<file path="src/rtl/scif_pkg.sv">
package scif_pkg;
  localparam int ADDR_W = 4;

  localparam logic [1:0] CLS_MODE = 2'b00;
  localparam logic [1:0] CLS_DATA = 2'b01;
  localparam logic [1:0] CLS_CTRL = 2'b10;
  localparam logic [1:0] CLS_ADDR = 2'b11;

  typedef enum logic [1:0] {
    PH_CMD,
    PH_WRITE,
    PH_READ,
    PH_DROP
  } scifPhase_t;

  typedef struct packed {
    logic       setMode;
    logic       setData;
    logic       setAddr;
    logic       setCtrl;
    logic       wrByte;
    logic       startRead;
    logic       shiftOut;
    logic       readActive;
    logic [7:0] byteVal;
  } scifStrb_t;
endpackage

</file>
<file path="src/rtl/scif_sync.sv">
module scif_sync #(
  parameter int W = 3,
  parameter int STAGES = 2,
  parameter logic [W-1:0] RST_VAL = '0
) (
  input  logic         clk,
  input  logic         rst_n,
  input  logic [W-1:0] din,
  output logic [W-1:0] dout
);
  logic [W-1:0] stg [STAGES];

  always_ff @(posedge clk or negedge rst_n) begin
    if (!rst_n) begin
      for (int k = 0; k < STAGES; k++) stg[k] <= RST_VAL;
    end else begin
      stg[0] <= din;
      for (int k = 1; k < STAGES; k++) stg[k] <= stg[k-1];
    end
  end

  assign dout = stg[STAGES-1];
endmodule

</file>
<file path="src/rtl/scif_ctrl.sv">
module scif_ctrl
  import scif_pkg::*;
(
  input  logic      clk,
  input  logic      rst_n,
  input  logic      sclkS,
  input  logic      sdatS,
  input  logic      stbS,
  input  logic      readModeIn,
  output scifStrb_t strb
);
  logic       sclkD;
  logic [2:0] bitCnt;
  logic [6:0] shReg;
  scifPhase_t phase, cmdPhase;
  logic       sclkRise, sclkFall;
  logic [7:0] fullByte;
  logic       nextRead;
  logic       pMode, pData, pAddr, pCtrl, pWr, pStart, pShift;
  logic [7:0] byteReg;

  assign sclkRise = sclkS & ~sclkD;
  assign sclkFall = ~sclkS & sclkD;
  assign fullByte = {sdatS, shReg};

  // phase that follows a command byte
  always_comb begin
    nextRead = (fullByte[7:6] == CLS_DATA) ? fullByte[1] : readModeIn;
    if (!nextRead)                        cmdPhase = PH_WRITE;
    else if (fullByte[7:6] == CLS_DATA)   cmdPhase = PH_READ;
    else                                  cmdPhase = PH_DROP;
  end

  always_ff @(posedge clk or negedge rst_n) begin
    if (!rst_n) begin
      sclkD   <= 1'b0;
      bitCnt  <= '0;
      shReg   <= '0;
      phase   <= PH_CMD;
      byteReg <= '0;
      {pMode, pData, pAddr, pCtrl, pWr, pStart, pShift} <= '0;
    end else begin
      sclkD <= sclkS;
      {pMode, pData, pAddr, pCtrl, pWr, pStart, pShift} <= '0;
      if (stbS) begin
        bitCnt <= '0;
        shReg  <= '0;
        phase  <= PH_CMD;
      end else if (sclkRise && phase != PH_READ) begin
        shReg  <= fullByte[7:1];
        bitCnt <= bitCnt + 3'd1;
        if (bitCnt == 3'd7) begin
          byteReg <= fullByte;
          unique case (phase)
            PH_CMD: begin
              pMode  <= (fullByte[7:6] == CLS_MODE);
              pData  <= (fullByte[7:6] == CLS_DATA);
              pAddr  <= (fullByte[7:6] == CLS_ADDR);
              pCtrl  <= (fullByte[7:6] == CLS_CTRL);
              pStart <= (cmdPhase == PH_READ);
              phase  <= cmdPhase;
            end
            PH_WRITE: pWr <= 1'b1;
            default: ;
          endcase
        end
      end else if (sclkFall && phase == PH_READ) begin
        pShift <= 1'b1;
      end
    end
  end

  always_comb begin
    strb.setMode    = pMode;
    strb.setData    = pData;
    strb.setAddr    = pAddr;
    strb.setCtrl    = pCtrl;
    strb.wrByte     = pWr;
    strb.startRead  = pStart;
    strb.shiftOut   = pShift;
    strb.readActive = (phase == PH_READ);
    strb.byteVal    = byteReg;
  end
endmodule

</file>
<file path="src/rtl/scif_datapath.sv">
module scif_datapath
  import scif_pkg::*;
#(
  parameter int MEM_DEPTH = 14,
  parameter int KEY_BYTES = 5
) (
  input  logic                   clk,
  input  logic                   rst_n,
  input  scifStrb_t              strb,
  input  logic [KEY_BYTES*8-1:0] keyData,
  input  logic [ADDR_W-1:0]      rdAddr,
  output logic [7:0]             rdData,
  output logic                   dout,
  output logic                   doutEn,
  output logic                   gridSeven,
  output logic                   dispOn,
  output logic [2:0]             dim,
  output logic                   readSel,
  output logic                   fixedAddr,
  output logic [ADDR_W-1:0]      curAddr
);
  localparam int KEY_BITS = KEY_BYTES * 8;
  localparam logic [ADDR_W:0] DEPTH_LIM = (ADDR_W+1)'(MEM_DEPTH);

  logic [7:0]          mem [MEM_DEPTH];
  logic [3:0]          dataCfg;
  logic [KEY_BITS-1:0] keySnap;
  logic                addrValid;

  assign addrValid = {1'b0, curAddr} < DEPTH_LIM;
  assign readSel   = dataCfg[1];
  assign fixedAddr = dataCfg[2];
  assign doutEn    = strb.readActive;

  always_ff @(posedge clk or negedge rst_n) begin
    if (!rst_n) begin
      gridSeven <= 1'b1;
      dispOn    <= 1'b0;
      dim       <= '0;
      dataCfg   <= '0;
      curAddr   <= '0;
    end else begin
      if (strb.setMode && strb.byteVal[0] != gridSeven) begin
        gridSeven <= strb.byteVal[0];
        dispOn    <= 1'b0;
      end
      if (strb.setData) dataCfg <= strb.byteVal[3:0];
      if (strb.setAddr) curAddr <= strb.byteVal[ADDR_W-1:0];
      if (strb.setCtrl) begin
        dispOn <= strb.byteVal[3];
        dim    <= strb.byteVal[2:0];
      end
      if (strb.wrByte && addrValid && !dataCfg[2]) curAddr <= curAddr + 1'b1;
    end
  end

  always_ff @(posedge clk) begin
    if (strb.wrByte && addrValid) mem[curAddr] <= strb.byteVal;
  end

  always_ff @(posedge clk or negedge rst_n) begin
    if (!rst_n) begin
      keySnap <= '0;
      dout    <= 1'b0;
    end else if (strb.startRead) begin
      keySnap <= keyData;
      dout    <= 1'b0;
    end else if (strb.shiftOut) begin
      dout    <= keySnap[0];
      keySnap <= {1'b0, keySnap[KEY_BITS-1:1]};
    end
  end

  always_comb begin
    if ({1'b0, rdAddr} < DEPTH_LIM) rdData = mem[rdAddr];
    else                            rdData = '0;
  end
endmodule

</file>
<file path="src/rtl/scif_top.sv">
module scif_top
  import scif_pkg::*;
#(
  parameter int MEM_DEPTH   = 14,
  parameter int KEY_BYTES   = 5,
  parameter int SYNC_STAGES = 2
) (
  input  logic                   clk,
  input  logic                   rst_n,
  input  logic                   serClk,
  input  logic                   serDat,
  input  logic                   serStb,
  input  logic [KEY_BYTES*8-1:0] keyData,
  input  logic [3:0]             dispRdAddr,
  output logic [7:0]             dispRdData,
  output logic                   serOut,
  output logic                   serOutEn,
  output logic                   gridSeven,
  output logic                   dispEnable,
  output logic [2:0]             dimLevel,
  output logic                   readSel,
  output logic                   fixedAddr,
  output logic [3:0]             curAddr
);
  logic [2:0] pinSync;
  logic       stbSync;
  scifStrb_t  strb;

  scif_sync #(.W(3), .STAGES(SYNC_STAGES), .RST_VAL(3'b100)) sync_i (
    .clk(clk), .rst_n(rst_n),
    .din({serStb, serDat, serClk}),
    .dout(pinSync)
  );

  assign stbSync = pinSync[2];

  scif_ctrl ctrl_i (
    .clk(clk), .rst_n(rst_n),
    .sclkS(pinSync[0]), .sdatS(pinSync[1]), .stbS(stbSync),
    .readModeIn(readSel),
    .strb(strb)
  );

  scif_datapath #(.MEM_DEPTH(MEM_DEPTH), .KEY_BYTES(KEY_BYTES)) dp_i (
    .clk(clk), .rst_n(rst_n),
    .strb(strb), .keyData(keyData),
    .rdAddr(dispRdAddr), .rdData(dispRdData),
    .dout(serOut), .doutEn(serOutEn),
    .gridSeven(gridSeven), .dispOn(dispEnable), .dim(dimLevel),
    .readSel(readSel), .fixedAddr(fixedAddr), .curAddr(curAddr)
  );
endmodule

</file>
<file path="config.mk">
export PLATFORM = sky130hd
export DESIGN_NAME = scif_top
export DESIGN_NICKNAME = d
export VERILOG_FILES = /design/src/rtl/scif_pkg.sv /design/src/rtl/scif_sync.sv /design/src/rtl/scif_ctrl.sv /design/src/rtl/scif_datapath.sv /design/src/rtl/scif_top.sv
export SDC_FILE = /design/constraint.sdc
export NUM_CORES = 1
export LEC_CHECK = 0
export BUFFER_PORTS_ARGS = -buffer_cell sky130_fd_sc_hd__clkbuf_2
export CAP_MARGIN = 15
export CORE_UTILIZATION = 60
export DETAILED_ROUTE_END_ITERATION = 6
export HOLD_SLACK_MARGIN = 0.15
export MAX_ROUTING_LAYER = met4
export PLACE_DENSITY = 0.79
export SYNTH_ARGS = -nofsm -noshare
export SYNTH_HDL_FRONTEND = slang
export SYNTH_SLANG_ARGS = --single-unit
</file>
<file path="constraint.sdc">
create_clock -name clk -period 6.1 [get_ports clk]
set_clock_uncertainty 0.15 [all_clocks]
set_input_delay 0 -clock clk [delete_from_list [all_inputs] [get_ports clk]]
set_output_delay 0 -clock clk [all_outputs]
set_load 0.02 [all_outputs]
</file>
Word level (Yosys, flattened, before mapping)
Memories as Yosys holds them, arrays and structs flattened. Cells that the tools add are included.

$add $sub $neg: 2. Order comparisons: 2. Eq/ne operators: 9. Mux-type cells: 49. Bitwise operators: 5. Reductions and logical operators: 16.

Operator list (count): 2-to-1 mux 40 bit (2); 2-to-1 mux 1 bit (35); 2-to-1 mux 7 bit (2); nonzero test 2 bit (6); 2-to-1 mux 2 bit (5); == test 2 bit, second input constant (4); < comparator 4 bit, second input constant (2); 2-to-1 mux 4 bit (2); 2-to-1 mux 8 bit (1); 2-to-1 mux 3 bit (2); AND reduction 3 bit (2); logical AND 1 bit (5); adder 4 x 1 -> 4 bit, second input constant (1); == test 2 x 1 -> 1 bit, second input constant (2); zero test 2 bit (2); adder 3 x 1 -> 3 bit, second input constant (1); == test 3 bit, second input constant (1); NOT 1 bit (3); bitwise AND 1 bit (2); != test 2 bit, second input constant (1); zero test 1 bit (1); != test 1 bit (1).

Flip-flop bits (word level): 87. Memory bits (writable): 112. Input bits: 49. Output and inout port bits: 21. Word-level logic and storage cells: 105. Memories kept: 1.

Memory list: dp_i.mem (words 14, width 8, rd ports 1, clocked after memory_dff 0, write ports 1, line scif_datapath.sv:25) `logic [7:0] mem [MEM_DEPTH];`.

Logic depth before layout (Yosys ltp)
Depth after elaboration: 8. Gate-level depth with buffers: 7. Depth with buffers taken out: 6.

Cells and area by module
From an unflattened synthesis, not the netlist that was laid out.

Cell total of the unflattened synthesis: 560. Area, all modules: 8247.9 µm².

By module, submodules not included: scif_datapath (instances 1, cells an instance 448, area an instance 6872.8 µm²); scif_ctrl (instances 1, cells an instance 103, area an instance 1199.9 µm²); scif_sync (instances 1, cells an instance 9, area an instance 175.2 µm²).

Worst setup path before layout
No wires, ideal clock.

Path type: register -> register. Start: reg dp_i.curAddr[1]. End: mem dp_i.mem[13][0], enable pin. Setup time: 383 ps. Arrival time: 1510 ps. Data required time: 5567 ps. Path slack: 4057 ps. Stages on the path, launching flop included: 5. Path buffers: 0. Period minus slack after synthesis: 2043 ps. Path through: dfrtp_1 > inv_1 > ha_1 > nand2_1 > nor3_1.

Cells in the longest elaborated chain, start to end: 4.

Ends and longest elaborated chain: start: declaration (line scif_datapath.sv:20) `output logic [ADDR_W-1:0] curAddr`; start signal: assignment (line scif_datapath.sv:48) `if (strb.setAddr) curAddr <= strb.byteVal[ADDR_W-1:0];`; start signal: assignment (line scif_datapath.sv:53) `if (strb.wrByte && addrValid && !dataCfg[2]) curAddr <= curAddr + 1'b1;`; < comparator 4 bit (line scif_datapath.sv:30) `assign addrValid = {1'b0, curAddr} < DEPTH_LIM;`; logical AND 1 bit (line scif_datapath.sv:58) `if (strb.wrByte && addrValid) mem[curAddr] <= strb.byteVal;`; 2-to-1 mux 1 bit (line scif_datapath.sv:58); 2-to-1 mux 1 bit (not written as such) (line scif_datapath.sv:58); end: declaration (line scif_datapath.sv:25).

Parallel ways exist; a longest one is shown, timed or not.

Worst setup path after layout
Start: reg ctrl_i.bitCnt[0]. End: reg ctrl_i.pMode.

Cells in the longest elaborated chain, start to end: 4.

Ends and longest elaborated chain: start: declaration (line scif_ctrl.sv:13) `logic [2:0] bitCnt;`; start signal: assignment (line scif_ctrl.sv:51) `bitCnt <= bitCnt + 3'd1;`; == test 3 bit (line scif_ctrl.sv:52) `if (bitCnt == 3'd7) begin`; 2-to-1 mux 1 bit (line scif_ctrl.sv:52); 2-to-1 mux 1 bit (line scif_ctrl.sv:49) `end else if (sclkRise && phase != PH_READ) begin`; 2-to-1 mux 1 bit (line scif_ctrl.sv:45) `if (stbS) begin`; end signal: assignment (line scif_ctrl.sv:56) `pMode <= (fullByte[7:6] == CLS_MODE);`; end: declaration (line scif_ctrl.sv:19) `logic pMode, pData, pAddr, pCtrl, pWr, pStart, pShift;`.

No other way between the ends. A chain may end at the register's enable or synchronous reset.

==> reports/results.tsv <==
stage	metric	value	unit
outcome	status	finished clean	
pwr	p_total	2.62	mW
clock_tree	h-tree-depth	4	
detailed_routing	firstDrtPassIters	4	
timing	fin_ws	3.76	ns
timing	setup_tns	0	ns
place	hpwl	9650	microns
cells_and_area	final-instance-count-excl-fill	841	
synth	netlist_area	8100	sq um
clock_tree	clockBufferDepth	2	
worst_setup_path	critPathLaunchType	flop	
clock_tree	root_buffer	clkbuf_16	
detailed_routing	wl_per_cell	19.3	microns
place	portBuffers	69	
synth	ys_types	41	
worst_setup_path	arrival	2.52	ns
detailed_routing	routed_wl	16200	microns
cells_and_area	final_nets	709	
floorplan	die_w	118	microns
timing	worst_hold_slack	0.174	ns
cells_and_area	regArea	5520	sq um
job	drv_cap	0	
timing	rsz0062_at_grt	no	
cells_and_area	final_layout_size_suffix_gt1_share	20.5	%
detailed_routing	drc	0	
synth	synth_edf_count	112	
place	place_ws	3.79	ns
worst_setup_path	crit_path_end_kind	flop	
synth	synth_seq_cells	198	
floorplan	die_area	14000	sq um
global_routing	antenna_found_initial	0	
floorplan	initial_core_util	61.4	%
synth	synth.area.top_cells	edfxtp_1, dfrtp_1, mux2i_1	
cells_and_area	diodes	0	
synth	synth_area_per_cell	14.9	sq um
cells_and_area	fill_cells	817	
timing	tightest_slew	1.13	ns
clock_tree	cts_tree	yes	
clock_tree	cts.reportedPaths.clkPinSlew	0.07	ns
timing	fin_crit_sh	38.3	%
floorplan	die_height	118	microns
detailed_routing	ant_nets	0	
cells_and_area	stdcell_area	9640	sq um
worst_setup_path	path_common_cell	ha_1	
worst_setup_path	cp.required	6.28	ns
synth	yosysTopAreaCellShare	41.5	%
timing	layout_min_cycle_time	2.34	ns
clock_tree	postCtsResizedCells	0	
pwr	p_per_area	271	nW/um^2
detailed_routing	vias	4885	
synth	async_reset_ff_share	43.4	%
pwr	vdd_ir_drop_max	0.189	mV
timing	hold_viol	0	
timing	fmax	428	MHz
detailed_routing	first_iter_violations	383	
cells_and_area	fin_util	73.1	%
floorplan	coreArea	13200	sq um
clock_tree	clock-sinks	198	
timing	setup_violations	0	
worst_hold_path	hold_path_class	in2reg	
cells_and_area	syn_to_final_growth	19.0	%
clock_tree	cts_buffers	17	
synth	syn-num-nets	598	
synth	synthFlopType	edfxtp_1	
synth	ys_seq_area_share	68.1	%
pwr	leakage	3.37	nW
synth	yosysTopAreaCell	edfxtp_1	
timing	slew_headroom	24.0	%
global_routing	grt_pass1_vias	5030	
worst_setup_path	max_stage_delay	0.49	ns
place	dp.cells	760	
global_routing	globalRouteOverflowTotal	0	
worst_setup_path	criticalPathCategory	reg2reg	
timing	timing.final.max_slew_violations	0	
global_routing	gr-usage-all-layers	26.1	%
cells_and_area	multi_input_area	2400	sq um
floorplan	num_io_pins	70	
worst_setup_path	cp_cell_sequence	ha_1 -> ha_1 -> nor2b_1 -> nand4b_1 -> nor3_1 -> nor3b_1	
synth	yosys_warnings	0	
place	dpl_cell_area	8520	sq um
global_routing	grt_max_degree	87	
worst_setup_path	worstPathMaxFanout	12	
floorplan	placementRows	42	
synth	syn_inst	543	
clock_tree	clk_latency	0.43	ns
worst_setup_path	crit_path_top_delay_cell	nor3_1	
global_routing	grt_pass1_wl	26200	microns
detailed_routing	avgViaCountPerCell	5.81	
place	globalplace.congestion	0.850	
layer usage:
metal	part of all wire (%)	global-route usage [%]	vias up
met5	0	-	-
met4	2.1	10.4	0
met3	5.3	6.13	34
met2	51	41.4	179
met1	42	32.7	2435
li1	-	-	2237
registers in the layout, indices dropped and copies added (netlist names), 2 cells and up:
| name | flops |
|---|---|
| ctrl_i.byteReg | 8 |
| dp_i.mem | 112 |
| dp_i.curAddr | 4 |
| dp_i.dim | 3 |
| dp_i.dataCfg | 2 |
| sync_i.dout | 3 |
| ctrl_i.shReg | 7 |
| ctrl_i.bitCnt | 3 |
| sync_i.stg | 3 |
| dp_i.keySnap | 40 |
| ctrl_i.phase | 2 |
report_power, final:
group,switching [mW],internal [mW]
Combinational,0.0490,0.0508
Clock,0.466,0.638
Sequential,0.00483,1.41
cell usage after synthesis, types with 2 or more instances:
library cell / number
o21ai_1: 8
mux4_1: 8
a31oi_1: 4
o21ai_0: 50
inv_1: 5
nand2_1: 65
dfstp_2: 3
nor2_1: 19
edfxtp_1: 112
nand4b_1: 2
buf_6: 3
clkbuf_1: 17
nor3_1: 8
o22ai_1: 4
o32ai_1: 3
nor2b_1: 6
buf_2: 8
a21oi_1: 12
mux4_2: 13
ha_1: 6
nor3b_1: 4
nand2b_1: 5
mux2_2: 15
mux2i_1: 64
dfrtp_1: 83
area by class of cell:
class / count / share of cell area [%]
Clock buffer: 17 / 4.41
Clock inverter: 13 / 1.65
Inverter: 6 / 0.234
Tap cell: 176 / 2.28
Timing Repair Buffer: 121 / 9.26
Sequential cell: 198 / 57.3
Multi-Input combinational cell: 310 / 24.9
timing repair:
item	CTS	global route
setup buffers	0	0
hold endpoints to repair	129	14
hold buffers	48	1
cell families (layout without fill, tap and decap cells):
| kind of cell | count (synthesis) | after routing | share of synthesized area (%) |
|---|---|---|---|
| adder cells (fa/ha/maj) | 6 | 6 | 0.927 |
| AO/OA/AOI/OAI | 84 | 84 | 5.54 |
| multiplexers | 100 | 100 | 16.2 |
| AND/OR/NAND/NOR | 118 | 118 | 6.76 |
| buffers and inverters | 35 | 157 | 2.22 |
| flip-flops | 198 | 198 | 68.1 |
| XOR/XNOR | 2 | 2 | 0.216 |
layout by cell type (no fill, tap or decap), types with 8 or more instances in the layout:
master / Yosys / final
a21oi_1: 12 / 12
clkbuf_16: 0 / 17
clkbuf_2: 0 / 68
dfrtp_1: 83 / 81
dlygate4sd3_1: 0 / 49
edfxtp_1: 112 / 112
mux2_2: 15 / 15
mux2i_1: 64 / 64
mux4_1: 8 / 8
mux4_2: 13 / 13
nand2_1: 65 / 65
nor2_1: 19 / 19
nor3_1: 8 / 8
o21ai_0: 50 / 50
o21ai_1: 8 / 8
worst paths after layout:
path | start | to | slack, ns | cells after the start
worst min register to register | sync_i.stg[3]$_DFF_PN0_ | sync_i.dout[0]$_DFF_PN0_ | 0.21 | 0
max in group asynchronous | rst_n | sync_i.stg[5]$_DFF_PN1_ | 4.83 | 4
worst min-delay path | keyData[23] | dp_i.keySnap[23]$_DFFE_PN0P_ | 0.17 | 4
min in group asynchronous | rst_n | ctrl_i.shReg[4]$_DFFE_PN0P_ | 0.34 | 3
worst max-delay path | ctrl_i.bitCnt[0]$_DFFE_PN0P_ | ctrl_i.pMode$_DFF_PN0_ | 3.76 | 6
worst max register to register | ctrl_i.bitCnt[0]$_DFFE_PN0P_ | ctrl_i.pMode$_DFF_PN0_ | 3.76 | 6
critical path, delay by kind of cell (launching register included):
family	cells	cell delay [ns]
flops	1	0.38
fa+ha+maj	2	0.35
simple gates	4	1.35
No activity file was read; power rests on OpenSTA's default activity.
